## src/rtl/dps_pkg.sv

```systemverilog
package dps_pkg;
  localparam int unsigned PHASE_W = 2;

  typedef enum logic [PHASE_W-1:0] {
    PH_NONE   = 2'd0,
    PH_FIRST  = 2'd1,
    PH_SECOND = 2'd2
  } phase_e;
endpackage

```

## src/rtl/dps_child.sv

```systemverilog
// One two-cycle child wrapped in a switch-abortable region.
module dps_child (
  input  logic clk,
  input  logic rst_n,
  input  logic go_act_i,   // child acts in its starting cycle
  input  logic go_keep_i,  // child enters its second cycle
  input  logic clr_i,      // outer restart
  input  logic susp_i,
  input  logic abort_i,
  input  logic switch_i,
  output logic inside_o,
  output logic act_o,
  output logic fin_o       // finished normally or cut by switch
);
  logic in_q;

  assign inside_o = in_q;
  // Second cycle acts unless frozen or cut by switch (strong, pre-action).
  assign act_o    = go_act_i | (in_q & ~clr_i & ~susp_i & ~switch_i);
  assign fin_o    = in_q & ~clr_i & ~susp_i & ~abort_i;

  always_ff @(posedge clk) begin
    if (!rst_n) in_q <= 1'b0;
    else        in_q <= go_keep_i | (in_q & ~clr_i & susp_i);
  end

  // a child never stays past its second cycle unless frozen
  assert_child_leave_R2: assert property (@(posedge clk) disable iff (!rst_n)
    (in_q && !clr_i && !susp_i && !go_keep_i) |=> !in_q);

  // suspension keeps the child in place
  assert_child_hold_R6: assert property (@(posedge clk) disable iff (!rst_n)
    (in_q && susp_i && !clr_i) |=> in_q);
endmodule

```

## src/rtl/dps_hold.sv

```systemverilog
// Memorised output register: written value is visible in the same cycle.
module dps_hold #(
  parameter int unsigned W = 8
) (
  input  logic         clk,
  input  logic         rst_n,
  input  logic         clr_i,
  input  logic         wr_i,
  input  logic [W-1:0] d_i,
  output logic [W-1:0] q_o
);
  logic [W-1:0] held_r;

  assign q_o = wr_i ? d_i : (clr_i ? '0 : held_r);

  always_ff @(posedge clk) begin
    if (!rst_n) held_r <= '0;
    else        held_r <= q_o;
  end
endmodule

```

## src/rtl/dual_phase_sequencer.sv

```systemverilog
module dual_phase_sequencer #(
  parameter int unsigned DW = 8
) (
  input  logic                       clk,
  input  logic                       rst_n,
  input  logic                       start_i,
  input  logic                       preempt_i,
  input  logic                       abort_i,
  input  logic                       susp_i,
  input  logic                       gate_i,
  input  logic                       switch_i,
  input  logic [DW-1:0]              data_i,
  output logic [DW-1:0]              data_o,
  output logic [dps_pkg::PHASE_W-1:0] mode_o,
  output logic                       instant_o,
  output logic                       inside_o,
  output logic                       terminate_o
);
  import dps_pkg::*;

  localparam int unsigned POS_W = 3;

  function automatic logic [DW-1:0] first_val(input logic [DW-1:0] x);
    return x + DW'(1);
  endfunction

  function automatic logic [DW-1:0] second_val(input logic [DW-1:0] x);
    return ~x;
  endfunction

  // Named internal events
  logic c1_go, c2_go_act, c2_go_keep;
  logic c1_in, c1_act, c1_fin;
  logic c2_in, c2_act, c2_fin;
  logic pause_q, live_q;
  logic wr_data, wr_mode;
  logic [DW-1:0] data_val;
  phase_e mode_val;
  logic [POS_W-1:0] pos_vec;

  assign c1_go      = start_i & ~preempt_i;
  assign c2_go_act  = ~start_i & pause_q & ~susp_i;
  assign c2_go_keep = c2_go_act & ~abort_i;

  dps_child u_first (
    .clk(clk), .rst_n(rst_n),
    .go_act_i(c1_go), .go_keep_i(c1_go), .clr_i(start_i),
    .susp_i(susp_i), .abort_i(abort_i), .switch_i(switch_i),
    .inside_o(c1_in), .act_o(c1_act), .fin_o(c1_fin)
  );

  dps_child u_second (
    .clk(clk), .rst_n(rst_n),
    .go_act_i(c2_go_act), .go_keep_i(c2_go_keep), .clr_i(start_i),
    .susp_i(susp_i), .abort_i(abort_i), .switch_i(switch_i),
    .inside_o(c2_in), .act_o(c2_act), .fin_o(c2_fin)
  );

  // Resting point between the two regions
  always_ff @(posedge clk) begin
    if (!rst_n) begin
      pause_q <= 1'b0;
      live_q  <= 1'b0;
    end else begin
      pause_q <= ~start_i & ((pause_q & susp_i) | c1_fin);
      live_q  <= 1'b1;
    end
  end

  assign wr_data  = ~gate_i & (c1_act | c2_act);
  assign data_val = c1_act ? first_val(data_i) : second_val(data_i);
  assign wr_mode  = ~gate_i & (c1_go | c2_go_act);
  assign mode_val = c1_go ? PH_FIRST : PH_SECOND;

  dps_hold #(.W(DW)) u_data (
    .clk(clk), .rst_n(rst_n), .clr_i(start_i),
    .wr_i(wr_data), .d_i(data_val), .q_o(data_o)
  );

  dps_hold #(.W(PHASE_W)) u_mode (
    .clk(clk), .rst_n(rst_n), .clr_i(start_i),
    .wr_i(wr_mode), .d_i(mode_val), .q_o(mode_o)
  );

  assign instant_o   = 1'b0;
  assign inside_o    = c1_in | c2_in;
  assign terminate_o = c2_fin;
  assign pos_vec     = {c1_in, pause_q, c2_in};

  // control occupies at most one position
  assert_one_pos_R12: assert property (@(posedge clk) disable iff (!rst_n)
    $onehot0(pos_vec));

  // the pause is outside both children
  assert_pause_out_R12: assert property (@(posedge clk) disable iff (!rst_n)
    pause_q |-> !inside_o);

  // a non-preempted start puts the first child inside next cycle
  assert_start_enter_R1: assert property (@(posedge clk) disable iff (!rst_n)
    (start_i && !preempt_i) |=> (c1_in && !pause_q && !c2_in));

  // suspension freezes the position, even against abort
  assert_susp_freeze_R6: assert property (@(posedge clk) disable iff (!rst_n)
    (susp_i && !start_i) |=> (pos_vec == $past(pos_vec)));

  // abort without suspension leaves the block idle
  assert_abort_idle_R8: assert property (@(posedge clk) disable iff (!rst_n)
    (abort_i && !susp_i && !start_i) |=> (pos_vec == '0));

  // gated cycles leave the shared outputs untouched
  assert_gate_hold_R9: assert property (@(posedge clk) disable iff (!rst_n)
    (live_q && gate_i && !start_i) |->
      (data_o == $past(data_o) && mode_o == $past(mode_o)));

  // terminate only from the second child's second cycle
  assert_term_src_R4: assert property (@(posedge clk) disable iff (!rst_n)
    terminate_o |-> (c2_in && !c1_in));
endmodule

```

## config.mk

```make
export PLATFORM = sky130hd
export DESIGN_NAME = dual_phase_sequencer
export DESIGN_NICKNAME = d
export VERILOG_FILES = /design/src/rtl/dps_pkg.sv /design/src/rtl/dps_child.sv /design/src/rtl/dps_hold.sv /design/src/rtl/dual_phase_sequencer.sv
export SDC_FILE = /design/constraint.sdc
export NUM_CORES = 1
export LEC_CHECK = 0
export ABC_AREA = 1
export BUFFER_PORTS_ARGS = -buffer_cell sky130_fd_sc_hd__buf_2
export CORE_MARGIN = 1.5
export CORE_UTILIZATION = 54
export DETAILED_ROUTE_END_ITERATION = 6
export GPL_ROUTABILITY_DRIVEN = 0
export GPL_TIMING_DRIVEN = 0
export PLACE_DENSITY = 0.84
export SYNTH_ARGS = -nofsm -noshare
export SYNTH_HDL_FRONTEND = slang
export SYNTH_SLANG_ARGS = --single-unit
```

## constraint.sdc

```tcl
create_clock -name clk -period 1.9 [get_ports clk]
set_input_delay 0.38 -clock clk [delete_from_list [all_inputs] [get_ports clk]]
set_output_delay 0.38 -clock clk [all_outputs]
set_load 0.02 [all_outputs]
```

==> results of run 1 <==
cell families (layout without fill, tap and decap cells):
group | Yosys count | after routing
and+or+nand+nor | 91 | 91
buffers and inverters | 30 | 67
other | 1 | 1
AOI/OAI and AO/OA | 18 | 18
adders and majority gates | 1 | 1
xor gates and xnor gates | 2 | 2
DFF | 13 | 13
layout make-up:
| class | count | area [sq um] | area share [%] |
|---|---|---|---|
| Tap cell | 16 | 20.0 | 1.55 |
| Sequential cell | 13 | 262 | 20.3 |
| Multi-Input combinational cell | 113 | 637 | 49.4 |
| Buffer | 4 | 26.3 | 2.04 |
| Inverter | 26 | 97.6 | 7.57 |
| Timing Repair Buffer | 33 | 220 | 17.1 |
| Clock buffer | 4 | 26.3 | 2.04 |
timing repair:
item	CTS	global route
hold buffers	0	0
buffers inserted	4	1
gates resized for setup	25	17
endpoints found under the setup margin	8	8
pin swaps	11	13
gates cloned	1	0
registers in the layout (all words and copies together) (netlist names):
register           count
u_second.inside_o      1
u_first.inside_o       1
u_mode.held_r          2
u_data.held_r          8
pause_q                1
placed cells by master (no fill, tap or decap), types with 2 or more instances in the layout:
master / synthesis / routed
clkbuf_4: 0 / 3
nand2_2: 1 / 11
or2_2: 2 / 2
inv_1: 21 / 20
inv_2: 5 / 6
nor2_1: 14 / 13
nand3_1: 9 / 8
o21ai_0: 6 / 3
nand2_1: 54 / 41
buf_4: 1 / 8
nor2_2: 3 / 3
dfxtp_1: 13 / 12
o21ai_2: 0 / 3
xor2_1: 2 / 2
nand2_4: 2 / 4
nand3_2: 2 / 3
buf_2: 0 / 20
clkbuf_1: 1 / 2
buf_6: 1 / 7
a21oi_2: 4 / 4
a21oi_1: 8 / 8
per-layer routing:
metal	share of wire, %	wire length [microns]	vias up
li1	-	-	552
met5	0	0	-
met2	47	1020	34
met3	4.2	92	7
met4	2.4	51	0
met1	46	1010	466
power groups by stage:
stage | clock network [mW] | logic (mW) | registers, mW
3_5_place_dp | 0 | 0.142 | 0.287
5_1_grt | 0.189 | 0.195 | 0.282
4_1_cts | 0.178 | 0.160 | 0.281
3_3_place_gp | 0 | 0.138 | 0.287
2_1_floorplan | 0 | 0.0943 | 0.286
6_report | 0.175 | 0.176 | 0.281
worst min-delay path by stage:
stage                           startpoint                            to  slack, ns  cells after the start
2_1_floorplan  u_mode.held_r[1]$_SDFF_PN0_   u_mode.held_r[1]$_SDFF_PN0_       0.45                      2
3_3_place_gp   u_mode.held_r[1]$_SDFF_PN0_   u_mode.held_r[1]$_SDFF_PN0_       0.46                      2
3_5_place_dp   u_mode.held_r[1]$_SDFF_PN0_   u_mode.held_r[1]$_SDFF_PN0_       0.48                      2
4_1_cts                              rst_n   u_data.held_r[1]$_SDFF_PN0_       0.37                      3
5_1_grt                            abort_i  u_second.inside_o$_SDFF_PN0_       0.38                      3
6_report                             rst_n   u_data.held_r[1]$_SDFF_PN0_       0.37                      3
critical path, delay by kind of cell (launching register included):
family | cells | cell delay, ns
DFF | 1 | 0.34
buffers and inverters | 3 | 0.28
and+or+nand+nor | 7 | 0.60
==> impl_results.md, run 1 <==
- Biggest cell delay along the critical path: 0.34 ns
- Startpoint Class: flop
- Worst-case reg-to-reg path depth: 10
- Final HPWL DP: 1590 microns
- Number of vias per cell: 5.07
- Bufs on Longest Clock Path: 2
- Final setup viols: 0
- Filler cell count: 106
- Initial antenna violation count: 0
- Vias: 1059
- CP max FO: 8
- Ant. Diodes: 0
- Synth Area in XOR/XNOR: 1.86%
- Static leakage: 0.679 nW
- Status: completed
- Met3 GRT Util: 2.40%
- Root Driver: clkbuf_4
- Dominant synthesized flop cell: dfxtp_1
- Crit Path Class: reg -> out
- Die Ht: 44.7 microns
- TritonCTS buffer count: 3
- Worst Hold Slack: 0.372 ns
- Seq cells post-synth: 13
- Worst path most repeated cell: nand2_4
- Worst path required time: 1.52 ns
- Largest net degree at the start of global routing: 11
- CTS tree: built
- H-tree depth: 1
- Max-slew violations: 0
- Worst-margin pin slew: 0.549 ns
- Total GRT Usage: 25.4%
- Busiest grt layer: met2
- Layout net count: 211
- Post-synth EDFFs: 0
- Reg-to-Reg Start: u_first.inside_o$_SDFF_PN0_
- Post-synthesis adder-cell area fraction: 1.33%
- Syn_nets: 173
- Met1 global-route usage: 33.3%
- WP data arrival: 1.50 ns
- Worst-path clk slew: 0.08 ns
- Max-slew headroom: 63.4%
- Worst min-delay path category: in -> reg
- Asr flop ratio synth: 0%
- Chip width: 44.7 microns
- Worst reg2reg path endpoint: u_data.held_r[4]$_SDFF_PN0_
- GRT met2 Usage: 41.4%
- Total die area: 0.00200 sq mm
- Total Wirelength: 2170 microns
- Top cells by count, synth: nand2_1 (54), inv_1 (21), nor2_1 (14)
- Antenna-violating nets left: 0
- Io pins: 29
- Share of post-route cells with drive strength above 1: 40.4%
- Sw Pwr: 0.203 mW
- Dpl cell area: 0.00110 sq mm
- Starting Density: 59.7%
- Setup TNS: 0 ns
- Clock insertion delay at the later pin of the skew report: 0.28 ns
- Core area: 0.00158 sq mm
- RSZ-0062 raised after global routing: true
- Post-Route Utilization: 81.7%
- Largest cells by area after synthesis: dfxtp_1 (28%), nand2_1 (22%), inv_1 (8.4%)
- Synth Cell Area: 941 sq um
- # clock sinks: 13
- Switching Share: 32.2%
- CP Cell Sequence: inv_2, nor2_4, nand3_2, nand2_4, inv_2, nand2_4, nand2_8, nand2_4, nand2_1, buf_4
- Yosys synthesis warning count: 0
- Clock skew after layout: 0.00330 ns
- Avg Cell Area, Syn: 6.03 sq um
- Sequential power share: 44.5%
- Max Fclk: 0.531 GHz
- Worst reg-to-reg setup slack: 0.59 ns
- Cells after DPL: 199
- Overflow after GRT: 0
- Total power: 0.632 mW
- Area growth, synth to finish: 37.0%
- Peak VDD IR: 0.000307 V
- Synth cell types: 25
- Vias in the first global route: 959
- Synth top area share: 27.7%
- Seq/Total Area, Yosys: 27.7%
- Post-route DRC: 0
- FP Rows: 14
- Cell with the most instances after synthesis: nand2_1
- Max cap viols: 0
- Fin crit share: 99.1%
- Port Buf Inserts: 27
- Final Non-Filler Cells: 209
- Final Hold Vio Count: 0
- Power per cell area: 491 mW/mm^2
- Critical Path End Type: output port
- Post-Syn Instances: 156
- Post-layout instance area: 0.00129 sq mm
- Multiplexer area fraction after synthesis: 0%
- Slowest cell on the critical path: dfxtp_2
- Clock Power Share: 27.6%
- Cell-internal power: 0.429 mW
- Complex-gate fraction of the synthesized area: 11.2%
- Main combinational cell family by area after synthesis: simple AND/OR/NAND/NOR gates
- First-pass GRT wire length: 3770 microns
- Post-Synth Simple-Gate Area: 44.4%
- Worst Setup EP: data_o[0]
- Drt wl/cell: 10.4 microns
- Initial DRC Count: 20
- Final setup margin: 0.0172 ns
- DRT Pass-1 Iters: 4
- Minimum clock period: 1.88 ns
- CP Launch Point: u_first.inside_o$_SDFF_PN0_
- Setup WS pre-CTS: 0.0293 ns
- Post-synth top area cell: dfxtp_1
- Combinational power share: 27.9%
(Power assumes the default switching activity.)
==> run 2, diff against run 1 <==
==> constraint.sdc (replaced) <==
create_clock -name clk -period 1.9 [get_ports clk]
set_input_delay 0.38 -clock clk [delete_from_list [all_inputs] [get_ports clk]]
set_output_delay 0.38 -clock clk [all_outputs]
set_load 0.005 [all_outputs]
==> run 2 against run 1 <==
Via count grew 0.94%; clock skew increased by 0.0026 ns; first-iteration DRC count up 20%; sequential share of layout area up 0.40 points; global-route usage is 1.1 points lower; wire length is 8.1% higher; critical path depth unchanged; sequential cell count is the same; combinational power decreased by 9%; largest cell class unchanged; largest power group unchanged; highest routed layer unchanged.
==> impl_results.md, run 2 (synthesis gave the netlist of run 1 again) <==
- Status: completed
- Layout net count: 209 (-0.95%)
- Max cap viols: 0 (unchanged)
- Worst min-delay path category: in -> reg
- RSZ-0062 raised after global routing: true
- Root Driver: clkbuf_4
- First-pass GRT wire length: 3590 microns (-4.8%)
- Final setup margin: 0.0413 ns (+0.0241 ns)
- Drt wl/cell: 11.3 microns (+9.2%)
- Overflow after GRT: 0 (unchanged)
- Initial DRC Count: 24 (+20%)
- Biggest register: u_data.held_r
- Chip width: 44.7 microns (unchanged)
- Crit Path Class: reg -> out
- Filler cell count: 119 (+12%)
- Clock insertion delay at the later pin of the skew report: 0.28 ns (about the same)
- Power per cell area: 493 mW/mm^2 (+0.55%)
- Area growth, synth to finish: 34.3%
- Peak VDD IR: 0.000304 V (-1.0%)
- # clock sinks: 13 (unchanged)
- Fin crit share: 97.8% (-1.3 points)
- Top flop regs: u_data.held_r: 8 flops, u_mode.held_r: 2 flops
- Vias: 1069 (+0.94%)
- Worst path required time: 1.52 ns (about the same)
- Most frequent cells in the layout: nand2_1 (38), buf_2 (26), inv_1 (20), nor2_1 (13)
- Max-slew headroom: 63.0% (-0.45 points)
- Worst-margin pin slew: 0.556 ns (+0.00669 ns)
- Static leakage: 0.673 nW (-0.89%)
- Largest net degree at the start of global routing: 11 (unchanged)
- Max-slew violations: 0 (unchanged)
- Port Buf Inserts: 27 (unchanged)
- Final Hold Vio Count: 0 (unchanged)
- Bufs on Longest Clock Path: 2 (unchanged)
- Post-route DRC: 0 (unchanged)
- Commonest non-fill, non-tap cell in the layout: nand2_1
- Max reg flops: 8 (unchanged)
- Core area: 0.00158 sq mm (unchanged)
- Setup WS pre-CTS: 0.0807 ns (+0.0515 ns)
- Number of vias per cell: 5.16 (+1.9%)
- DRT Pass-1 Iters: 4 (unchanged)
- TritonCTS buffer count: 3 (unchanged)
- CP max FO: 8 (unchanged)
- H-tree depth: 1 (unchanged)
- CTS tree: built
- Share of post-route cells with drive strength above 1: 41.4% (+0.95 points)
- Vias in the first global route: 922 (-3.9%)
- Worst-path clk slew: 0.09 ns (about the same)
- Antenna-violating nets left: 0 (unchanged)
- Minimum clock period: 1.86 ns (-0.0241 ns)
- Die Ht: 44.7 microns (unchanged)
- WP data arrival: 1.48 ns (-0.02 ns)
- Worst Hold Slack: 0.363 ns (-0.00872 ns)
- Final HPWL DP: 1590 microns (unchanged)
- Post-Route Utilization: 80.2% (-1.6 points)
- Total GRT Usage: 24.3% (-1.1 points)
- Io pins: 29 (unchanged)
- Clock skew after layout: 0.00594 ns (+0.00265 ns)
- Total Wirelength: 2350 microns (+8.1%)
- Critical Path End Type: output port
- Final setup viols: 0 (unchanged)
- Starting Density: 59.7% (unchanged)
- FP Rows: 14 (unchanged)
- Total die area: 0.00200 sq mm (unchanged)
- Initial antenna violation count: 0 (unchanged)
- Max Fclk: 0.538 GHz (+1.3%)
- Startpoint Class: flop
- Ant. Diodes: 0 (unchanged)
run 2: report_power, final:
group | switching (mW) | total (mW) | internal [mW] | leakage, nW
clock network | 0.0997 | 0.181 | 0.0816 | 0.0150
registers | 0.00219 | 0.281 | 0.279 | 0.106
logic | 0.0977 | 0.161 | 0.0633 | 0.553
run 2: worst paths after layout:
| check | end | slack, ns | cells past startpoint | start |
|---|---|---|---|---|
| setup / recovery | data_o[1] | 0.04 | 10 | u_first.inside_o$_SDFF_PN0_ |
| hold / removal | u_data.held_r[1]$_SDFF_PN0_ | 0.36 | 3 | rst_n |
| setup reg to reg | u_data.held_r[1]$_SDFF_PN0_ | 0.61 | 10 | u_first.inside_o$_SDFF_PN0_ |
| hold reg to reg | u_mode.held_r[1]$_SDFF_PN0_ | 0.49 | 2 | u_mode.held_r[1]$_SDFF_PN0_ |
run 2: metal layers:
metal / vias up / global-route usage [%] / wire [microns] / part of all wire [%]
li1: 549 / - / - / -
met3: 5 / 2.40 / 77 / 3.3
met4: 0 / 12.7 / 46 / 2.0
met5: - / 0 / 0 / 0
met2: 31 / 40.3 / 1210 / 52
met1: 484 / 31.1 / 1010 / 43
run 2: per-stage QoR:
stage               instance area [sq um]  setup TNS [ns]  total power [mW]  instances
floorplan                             941               0             0.368        156
global placement                     1100               0             0.412        199
detailed placement                   1100               0             0.416        199
CTS                                  1150               0             0.593        205
global route                         1260          -0.238             0.654        207
finish                               1260               0             0.623        207
run 2: what timing repair did:
| action | in CTS | in global routing |
|---|---|---|
| cloned | 1 | 0 |
| gates resized for setup | 8 | 29 |
| setup endpoints to repair | 5 | 8 |
| hold buffers | 0 | 0 |
| setup buffers | 1 | 2 |
| pin swaps | 5 | 13 |
run 2: worst max-delay path, cell delays in order, from the launching register on:
cell,delay (ns)
dfxtp_2,0.34
inv_2,0.05
nor2_4,0.09
nand3_2,0.09
nand2_4,0.11
inv_4,0.06
nand2_4,0.09
nand2_8,0.10
nand2_4,0.09
nand2_1,0.06
buf_2,0.12
run 2: area by class of cell:
type	count	area [sq um]	area share [%]
multi-input combinational	113	654	51.8
sequential	13	262	20.7
timing repair buffer	31	175	13.9
inverter	26	100	7.92
clock buffer	4	26.3	2.08
buffer	4	26.3	2.08
tap	16	20.0	1.58
==> run 3, diff against run 2 <==
--- a/config.mk
+++ b/config.mk
@@ -11,7 +11,6 @@
 export CORE_UTILIZATION = 54
 export DETAILED_ROUTE_END_ITERATION = 6
 export GPL_ROUTABILITY_DRIVEN = 0
-export GPL_TIMING_DRIVEN = 0
 export PLACE_DENSITY = 0.84
 export SYNTH_ARGS = -nofsm -noshare
 export SYNTH_HDL_FRONTEND = slang
==> run 3 against run 2 <==
Critical endpoint is now data_o[6]; critical path type unchanged; first-iteration DRC count down 8.3%; maximum frequency down 2.2%; power down 4.1%; via count down 3.5%; the flow now finishes with violations (negative setup slack); cell count down 1.4%; non-clock buffer count down 3; highest routed layer unchanged; cell area down 7.7%; worst hold slack better by 0.027 ns; die area unchanged.
==> impl_results.md, run 3 (synthesis gave the netlist of run 1 again) <==
- Final setup margin: -0.000782 ns (-0.0421 ns)
- Total Wirelength: 2160 microns (-7.9%)
- Core area: 0.00158 sq mm (unchanged)
- Overflow after GRT: 0 (unchanged)
- Biggest register: u_data.held_r
- Ant. Diodes: 0 (unchanged)
- WHS Path Cells: 3 (unchanged)
- Post-route DRC: 0 (unchanged)
- Starting Density: 59.7% (unchanged)
- Crit Path Class: reg -> out
- Final HPWL DP: 1710 microns (+7.9%)
- Initial DRC Count: 22 (-8.3%)
- CP max FO: 8 (unchanged)
- Reg-to-Reg Start: u_first.inside_o$_SDFF_PN0_
- Dpl cell area: 0.00108 sq mm (-1.7%)
- Setup WS pre-CTS: 0.0345 ns (-0.0462 ns)
- Worst min-delay path category: in -> reg
- Total die area: 0.00200 sq mm (unchanged)
- Static leakage: 0.651 nW (-3.2%)
- Cells after DPL: 196 (-1.5%)
- Total GRT Usage: 24.3% (-0.043 points)
- Worst path top cell family by delay: simple AND/OR/NAND/NOR gates
- Root Driver: clkbuf_4
- RSZ-0062 raised after global routing: true
- Max-slew violations: 0 (unchanged)
- Initial antenna violation count: 0 (unchanged)
- Peak VDD IR: 0.000300 V (-1.3%)
- Status: finished with violations
- Final setup viols: 1 (+1)
- Hold EP: u_second.inside_o$_SDFF_PN0_
- Worst-case reg-to-reg path depth: 10 (unchanged)
- TritonCTS buffer count: 3 (unchanged)
- Chip width: 44.7 microns (unchanged)
- CTS tree: built
- Hold_buf cts: 0 (unchanged)
- CP Cell Sequence: inv_2, nor2_4, nand3_2, nand2_4, inv_2, nand2_2, nand2_4, nand2_1, nand2_1, buf_2
- First-pass GRT wire length: 3590 microns (unchanged)
- Max Fclk: 0.526 GHz (-2.2%)
- Power per cell area: 513 mW/mm^2 (+4.0%)
- Post-layout instance area: 0.00117 sq mm (-7.7%)
- Max-slew headroom: 66.0% (+3.1 points)
- Minimum clock period: 1.90 ns (+0.0421 ns)
- Drt wl/cell: 10.6 microns (-6.5%)
- Most frequent cells in the layout: nand2_1 (51), buf_2 (27), inv_1 (20), nor2_1 (13), dfxtp_1 (12)
- Setup TNS: -0.000782 ns (-0.000782 ns)
- WP buf/inv: 3 (unchanged)
- Final Non-Filler Cells: 204 (-1.4%)
- Fin crit share: 100% (+2.2 points)
- FP Rows: 14 (unchanged)
- Worst-path clk slew: 0.09 ns (about the same)
- Max reg flops: 8 (unchanged)
- # clock sinks: 13 (unchanged)
- Worst reg-to-reg setup slack: 0.53 ns (-0.08 ns)
- Worst path required time: 1.52 ns (about the same)
- Post-Route Utilization: 74.0% (-6.2 points)
- Critical Path End Type: output port
- Vias: 1032 (-3.5%)
- Clock skew after layout: 0.00614 ns (+0.000199 ns)
- Biggest cell delay along the critical path: 0.34 ns (about the same)
- Port Buf Inserts: 27 (unchanged)
- Vias in the first global route: 909 (-1.4%)
- Slowest cell on the critical path: dfxtp_2
- H-tree depth: 1 (unchanged)
- Clock insertion delay at the later pin of the skew report: 0.28 ns (about the same)
- Worst-margin pin slew: 0.509 ns (-0.0464 ns)
- Hold path startpoint: abort_i
- Share of post-route cells with drive strength above 1: 33.0% (-8.4 points)
- Area growth, synth to finish: 23.9%
- WP data arrival: 1.52 ns (+0.04 ns)
- Max cap viols: 0 (unchanged)
- Final Hold Vio Count: 0 (unchanged)
- Io pins: 29 (unchanged)
- Top flop regs: u_data.held_r: 8 flops, u_mode.held_r: 2 flops
- Commonest non-fill, non-tap cell in the layout: nand2_1
- Violated checks: negative setup slack
- Number of vias per cell: 5.06 (-2.0%)
- Die Ht: 44.7 microns (unchanged)
- Worst reg2reg path endpoint: u_data.held_r[1]$_SDFF_PN0_
- Bufs on Longest Clock Path: 2 (unchanged)
- Startpoint Class: flop
- DRT Pass-1 Iters: 4 (unchanged)
- Layout net count: 206 (-1.4%)
- Largest net degree at the start of global routing: 14 (+3)
- Antenna-violating nets left: 0 (unchanged)
[run 3: cell types whose count changed in the layout (fill, tap and decap cells not counted), sizes merged]
cell,before,now
buf,34,32
clkbuf,5,4
[run 3: worst max-delay path by stage]
stage	start	end	slack (ns)	cells past startpoint
2_1_floorplan	start_i	data_o[2]	0.44	8
3_3_place_gp	start_i	data_o[6]	0.11	10
6_report	u_first.inside_o$_SDFF_PN0_	data_o[6]	-0.0008	10
3_5_place_dp	start_i	data_o[4]	0.03	10
4_1_cts	u_first.inside_o$_SDFF_PN0_	data_o[2]	0.007	10
5_1_grt	u_first.inside_o$_SDFF_PN0_	data_o[2]	-0.09	10
[run 3: routing by layer]
metal	routed length (microns)	share of wire, %	up-vias	global-route usage, %
met5	0	0	-	0
met4	37	1.7	0	10.9
met3	88	4.1	4	1.20
met2	1070	49	32	43.8
met1	968	45	458	29.5
li1	-	-	538	-
[run 3: per-stage QoR]
step	total power [mW]	hold slack (ns)
after floorplan	0.368	0.451
after global placement	0.408	0.463
after detailed placement	0.413	0.477
after CTS	0.588	0.396
after global routing	0.629	0.397
final	0.598	0.391
[run 3: tightest hold or removal path, delay by kind of cell]
family / cells / cell delay [ns]
buf+inv: 1 / 0.10
simple gates: 1 / 0.10
compound gates: 1 / 0.05
[run 3: area by class of cell]
class	instances	area, sq um
Sequential cell	13	262
Fill cell	134	410
Tap cell	16	20.0
Inverter	26	97.6
Multi-Input combinational cell	113	576
Timing Repair Buffer	32	185
Clock buffer	4	26.3
[run 3: where the power goes]
group / internal [mW] / switching, mW
clock network: 0.0814 / 0.0945
logic: 0.0556 / 0.0856
registers: 0.279 / 0.00209
[run 3: repair_timing]
| item | CTS | global route |
|---|---|---|
| gates resized for setup | 4 | 6 |
| setup endpoints to repair | 8 | 8 |
| pin swaps | 2 | 4 |
| buffers inserted | 3 | 1 |
| cloned | 0 | 0 |
